## src/rtl/br_hz_pkg.sv

```systemverilog
package br_hz_pkg;
  typedef enum logic [1:0] {
    SRC_RF    = 2'd0,
    SRC_EXMEM = 2'd1,
    SRC_MEMWB = 2'd2
  } src_sel_e;
endpackage

```

## src/rtl/br_src_pick.sv

```systemverilog
module br_src_pick
  import br_hz_pkg::*;
#(
  parameter int REG_AW    = 5,
  parameter int DATA_W    = 32,
  parameter bit WB_BYPASS = 1'b1
) (
  input  logic              active,
  input  logic [REG_AW-1:0] src_reg,
  input  logic [DATA_W-1:0] rf_val,
  input  logic              exmem_we,
  input  logic              exmem_load,
  input  logic [REG_AW-1:0] exmem_rd,
  input  logic [DATA_W-1:0] exmem_val,
  input  logic              memwb_we,
  input  logic [REG_AW-1:0] memwb_rd,
  input  logic [DATA_W-1:0] memwb_val,
  output src_sel_e          sel,
  output logic [DATA_W-1:0] opnd
);
  logic src_nz;
  logic hit_em;
  logic hit_wb;

  assign src_nz = (src_reg != '0);
  assign hit_em = active && src_nz && exmem_we && !exmem_load && (exmem_rd == src_reg);

  generate
    if (WB_BYPASS) begin : g_wb_bypass
      assign hit_wb = active && src_nz && memwb_we && (memwb_rd == src_reg);
    end else begin : g_wb_regfile
      assign hit_wb = 1'b0;
    end
  endgenerate

  always_comb begin
    if (hit_em)      sel = SRC_EXMEM;
    else if (hit_wb) sel = SRC_MEMWB;
    else             sel = SRC_RF;
  end

  always_comb begin
    unique case (sel)
      SRC_EXMEM: opnd = exmem_val;
      SRC_MEMWB: opnd = memwb_val;
      default:   opnd = rf_val;
    endcase
  end

  always_comb begin
    a_r5_no_load_bypass: assert (!(exmem_load && sel == SRC_EXMEM));
    a_r6_zero_no_bypass: assert (!(src_reg == '0 && sel != SRC_RF));
  end
endmodule

```

## src/rtl/br_stall_chk.sv

```systemverilog
module br_stall_chk #(
  parameter int REG_AW = 5
) (
  input  logic              active,
  input  logic [REG_AW-1:0] rs_id,
  input  logic [REG_AW-1:0] rt_id,
  input  logic              idex_we,
  input  logic [REG_AW-1:0] idex_rd,
  input  logic              exmem_we,
  input  logic              exmem_load,
  input  logic [REG_AW-1:0] exmem_rd,
  output logic              stall
);
  logic ex_dep;
  logic ld_dep;

  always_comb begin
    ex_dep = idex_we && (idex_rd != '0) &&
             ((idex_rd == rs_id) || (idex_rd == rt_id));
    ld_dep = exmem_we && exmem_load && (exmem_rd != '0) &&
             ((exmem_rd == rs_id) || (exmem_rd == rt_id));
    stall  = active && (ex_dep || ld_dep);
  end

  always_comb begin
    a_r1_idle_no_stall: assert (active || !stall);
  end
endmodule

```

## src/rtl/br_resolve.sv

```systemverilog
module br_resolve
  import br_hz_pkg::*;
#(
  parameter int REG_AW    = 5,
  parameter int DATA_W    = 32,
  parameter bit WB_BYPASS = 1'b1
) (
  input  logic              branch_id,
  input  logic [REG_AW-1:0] rs_id,
  input  logic [REG_AW-1:0] rt_id,
  input  logic [DATA_W-1:0] rs_val,
  input  logic [DATA_W-1:0] rt_val,
  input  logic              idex_we,
  input  logic [REG_AW-1:0] idex_rd,
  input  logic              exmem_we,
  input  logic              exmem_load,
  input  logic [REG_AW-1:0] exmem_rd,
  input  logic [DATA_W-1:0] exmem_val,
  input  logic              memwb_we,
  input  logic [REG_AW-1:0] memwb_rd,
  input  logic [DATA_W-1:0] memwb_val,
  output logic [1:0]        fwd_a,
  output logic [1:0]        fwd_b,
  output logic              br_taken,
  output logic              stall_id,
  output logic              fe_hold,
  output logic              if_flush
);
  localparam int N_SRC = 2;

  logic [N_SRC-1:0][REG_AW-1:0] src_reg;
  logic [N_SRC-1:0][DATA_W-1:0] rf_val;
  logic [N_SRC-1:0][DATA_W-1:0] opnd;
  src_sel_e                     sel [N_SRC];
  logic                         ops_eq;

  assign src_reg[0] = rs_id;
  assign src_reg[1] = rt_id;
  assign rf_val[0]  = rs_val;
  assign rf_val[1]  = rt_val;

  for (genvar i = 0; i < N_SRC; i++) begin : g_src
    br_src_pick #(
      .REG_AW   (REG_AW),
      .DATA_W   (DATA_W),
      .WB_BYPASS(WB_BYPASS)
    ) u_pick (
      .active    (branch_id),
      .src_reg   (src_reg[i]),
      .rf_val    (rf_val[i]),
      .exmem_we  (exmem_we),
      .exmem_load(exmem_load),
      .exmem_rd  (exmem_rd),
      .exmem_val (exmem_val),
      .memwb_we  (memwb_we),
      .memwb_rd  (memwb_rd),
      .memwb_val (memwb_val),
      .sel       (sel[i]),
      .opnd      (opnd[i])
    );
  end

  br_stall_chk #(.REG_AW(REG_AW)) u_stall (
    .active    (branch_id),
    .rs_id     (rs_id),
    .rt_id     (rt_id),
    .idex_we   (idex_we),
    .idex_rd   (idex_rd),
    .exmem_we  (exmem_we),
    .exmem_load(exmem_load),
    .exmem_rd  (exmem_rd),
    .stall     (stall_id)
  );

  always_comb begin
    fwd_a    = sel[0];
    fwd_b    = sel[1];
    ops_eq   = (opnd[0] == opnd[1]);
    br_taken = branch_id && !stall_id && ops_eq;
    fe_hold  = stall_id;
    if_flush = br_taken;
  end

  always_comb begin
    a_r7_stall_blocks_redirect: assert (!(stall_id && (br_taken || if_flush)));
    a_r7_stall_holds_front:     assert (!stall_id || fe_hold);
    a_r8_flush_with_taken:      assert (if_flush == br_taken);
    a_r1_idle_quiet:            assert (branch_id || (fwd_a == 2'd0 && fwd_b == 2'd0 && !br_taken));
  end
endmodule

```

## config.mk

```make
export PLATFORM = sky130hd
export DESIGN_NAME = br_resolve
export DESIGN_NICKNAME = d
export VERILOG_FILES = /design/src/rtl/br_hz_pkg.sv /design/src/rtl/br_src_pick.sv /design/src/rtl/br_stall_chk.sv /design/src/rtl/br_resolve.sv
export SDC_FILE = /design/constraint.sdc
export NUM_CORES = 1
export LEC_CHECK = 0
export BUFFER_PORTS_ARGS = -buffer_cell sky130_fd_sc_hd__buf_2
export CORE_ASPECT_RATIO = 1.5
export CORE_MARGIN = 1
export CORE_UTILIZATION = 48
export DETAILED_ROUTE_END_ITERATION = 8
export GPL_TIMING_DRIVEN = 0
export PLACE_DENSITY_LB_ADDON = 0.2
export SLEW_MARGIN = 20
export SYNTH_ARGS = -nofsm -noshare
export SYNTH_HDL_FRONTEND = slang
export SYNTH_HIERARCHICAL = 1
export SYNTH_SLANG_ARGS = --single-unit
```

## constraint.sdc

```tcl
create_clock -name vclk -period 2.3
set_input_delay 0 -clock vclk [all_inputs]
set_output_delay 0 -clock vclk [all_outputs]
set_load 0.01 [all_outputs]
```

### After elaboration in Yosys (flattened, before gate mapping)

Cells that the tools add are included.

* bits of input ports: 158
* flip-flop bits (word level): 0

* reductions and logical operators: 29
* eq/ne operators: 11
* multiplexer cells: 6

Operator list (number)
* 32-bit case mux with 2 select lines: 2
* 32-bit == test: 1
* 5-bit == test: 6
* 1-bit logical AND: 20
* 5-bit nonzero test: 4
* 2-bit two-way mux: 4
* 2-bit by 1-bit == test with 1-bit output (second input constant): 2
* 2-bit == test (second input constant): 2
* 1-bit logical OR: 3
* 1-bit logical NOT: 2

### Logic depth before layout (Yosys ltp)

* depth after elaboration: 10
* mapped depth: 11

### Cells and area by module

Netlist, hierarchy kept.

Modules (own cells, without submodules)
* br_src_pick: cells an instance 175, area an instance 1182.4 µm², instances 2
* br_resolve: cells an instance 46, area an instance 374.1 µm², instances 1
* br_stall_chk: cells an instance 35, area an instance 262.8 µm², instances 1

### Worst setup path after synthesis

No wires, ideal clock.

* path kind: input to output
* start point: input rt_id[1]
* end point: output if_flush
* stages: 11
* arrival time: 2.017 ns
* slack: 0.283 ns
* buffers on the path: 3
* cell sequence: nor4_2 > a211o_2 > or2_1 > buf_6 > buf_6 > a31oi_2 > xor2_1 > nor4_1 > nand4_1 > nor3_2 > buf_4

RTL lines
* start: declaration: RTL line br_resolve.sv:10 `input logic [REG_AW-1:0] rt_id,`
* end: declaration: RTL line br_resolve.sv:27 `output logic if_flush`

==> metrics.txt <==
FP Rows=34; worst path cell trace=buf_2 > xnor2_1 > nand4_1 > buf_4 > clkbuf_1 > nor3_1 > a31oi_4 > xor2_1 > nor4_2 > nand4_1 > nor3_2 > buf_4 > buf_2; DP Area=approximately 0.0039 mm²; CP Buf/Inv Count=5; die height=98.85 µm; Reg area=0 µm²; Boundary Pins=166; nets@finish=774; Fin. Hold Viols=0; Routed wire per std cell=between 15 and 20 µm; footprint of the multi-input gates=0.002883 mm²; vias in the first global route=3940; outcome=finished, violations left; vias per cell=between 6 and 7; Crit Path Max Fanout=10; DR iter-0 viols=343; Required @ worst endpoint=2300 ps; Yosys top cell area share=25.01%; DR pass1 iterations=5; max_cap viols=0; Synth Area per Inst=6.964 µm²; failing checks=setup timing; number of routed nets with antenna violations=0; final setup fails=2; Hold Buf Count CTS=0; crit end category=primary output; Slew Limit Fails=0; Synth Instances=431; Final WS setup=-176.3 ps; GPL Wtd Cong=between 0.8 and 0.9; cell area after layout=between 0.004 and 0.005 mm²; Lkg Pwr=roughly 1.6 nW; first-pass GRT wire length=17940 µm; Arr. time, crit path=2480 ps; number of sequential cells=0; IO Port Bufs=about 170; WS Path Type=input pin to primary output; Max Freq=just over 0.4 GHz; Detail Placement HPWL=8515 µm; width of the die=66.57 µm; CLK BUF=0; Slew headroom=66.14%; Max VDD drop=around 0.12 mV; Core Box Area=approximately 0.0059 mm²; Synth area leader=a31oi_2; Netlist Area Pre-Place=0.003002 mm²; DIE AREA=0.006580 mm²; sequential-to-total area share from yosys stat=0%; Tcrit/Tclk final=107.7%; CP Launch Type=input pin; RSZ-0062 raised after global routing=yes; largest net degree at the start of global routing=11; library cells used by synthesis=31; Initial Util=between 50% and 60%; top area cells in the synthesized netlist=a31oi_2 (25%), xor2_1 (15%), nor3_1 (12%); PD cells=156.7 mW/mm²; Total Wirelength=about 12000 µm; fillers=490; hold crit path type=input pin to primary output; Pwr Total=around 0.69 mW; global-route usage over all layers=33.76%; crit-path max cell delay=380 ps; syn nets=589; worst slew pin tran=507.9 ps; layout cells sized above 1=50.65%; Final Util=roughly three quarters; P&R area growth vs syn=46.19%; cell family with most CP delay=simple AND/OR/NAND/NOR gates; Period minus WS final=2476 ps; DR vias=4345; # diodes=0; Slowest cell on crit path=nor3_1; initial antenna violation count=0; drt drc=0; Warnings, synthesis=6; gr ovfl total=0
layer usage:
layer  global-route usage [%]  vias to the layer above  share of wire [%]
li1                         -                     2005                  -
met1                    39.83                     2002                 37
met2                    61.69                      284                 51
met3                    1.505                       54                7.1
met4                    12.77                        0                4.5
met5                        0                        -                  0
cell families after synthesis:
| family | Yosys count | share of synthesized area (%) |
|---|---|---|
| AOI/OAI and AO/OA | 139 | 39.85 |
| xor gates and xnor gates | 72 | 21.01 |
| buffers and inverters | 54 | 9.754 |
| and+or+nand+nor | 166 | 29.39 |
final timing paths:
| path | from | endpoint | slack, ps | cells after the start |
|---|---|---|---|---|
| setup / recovery | rt_id[1] | if_flush | -180 | 13 |
| hold / removal | idex_we | fe_hold | 460 | 4 |
synth_stat cells (4+ instances only):
master and instances:
xnor2_1 19, inv_1 4, a31oi_2 60, nand3_1 65, o21ai_0 64, xor2_1 53, buf_6 8, a31oi_1 4
nor4_1 7, nand4_1 6, nor3_1 70, buf_2 10, buf_4 4, nor2_1 4, clkbuf_1 26
placed cells by master, fill, tap and decap left out, types with 6 or more instances in the layout:
cell type / instances
buf_4: 32
xnor2_1: 17
nand3_1: 64
a31oi_4: 6
o21ai_0: 52
buf_6: 11
clkbuf_1: 6
clkbuf_2: 11
xor2_1: 50
nand4_1: 6
buf_2: 162
nor3_1: 67
o21ai_1: 10
a31oi_2: 54
area by class of cell:
cell class,count,area share (%)
Inverter,4,0.3422
Timing Repair Buffer,185,23.10
Tap cell,72,2.053
Multi-Input combinational cell,377,65.70
Buffer,48,8.811
stage by stage:
step	cells	TNS (ps)	worst slack (ps)	hold slack [ps]
2_1_floorplan	431	0	283.0	183.3
3_3_place_gp	669	-526.9	-303.7	442.8
3_5_place_dp	669	-648.5	-365.5	447.5
4_1_cts	680	-80.63	-80.63	465.7
5_1_grt	686	-540.3	-315.4	470.6
6_report	686	-270.7	-176.3	458.9
report_power, final:
group | internal (mW) | switching (mW)
Sequential | 0 | 0
Combinational | 0.310 | 0.378
Clock | 0 | 0
what timing repair did:
| item | 4_1_cts | 5_1_grt |
|---|---|---|
| buffers inserted | 13 | 6 |
| setup endpoints to repair | 2 | 2 |
| gates resized for setup | 65 | 42 |
| pin swaps | 13 | 5 |
(Power assumes the default switching activity.)
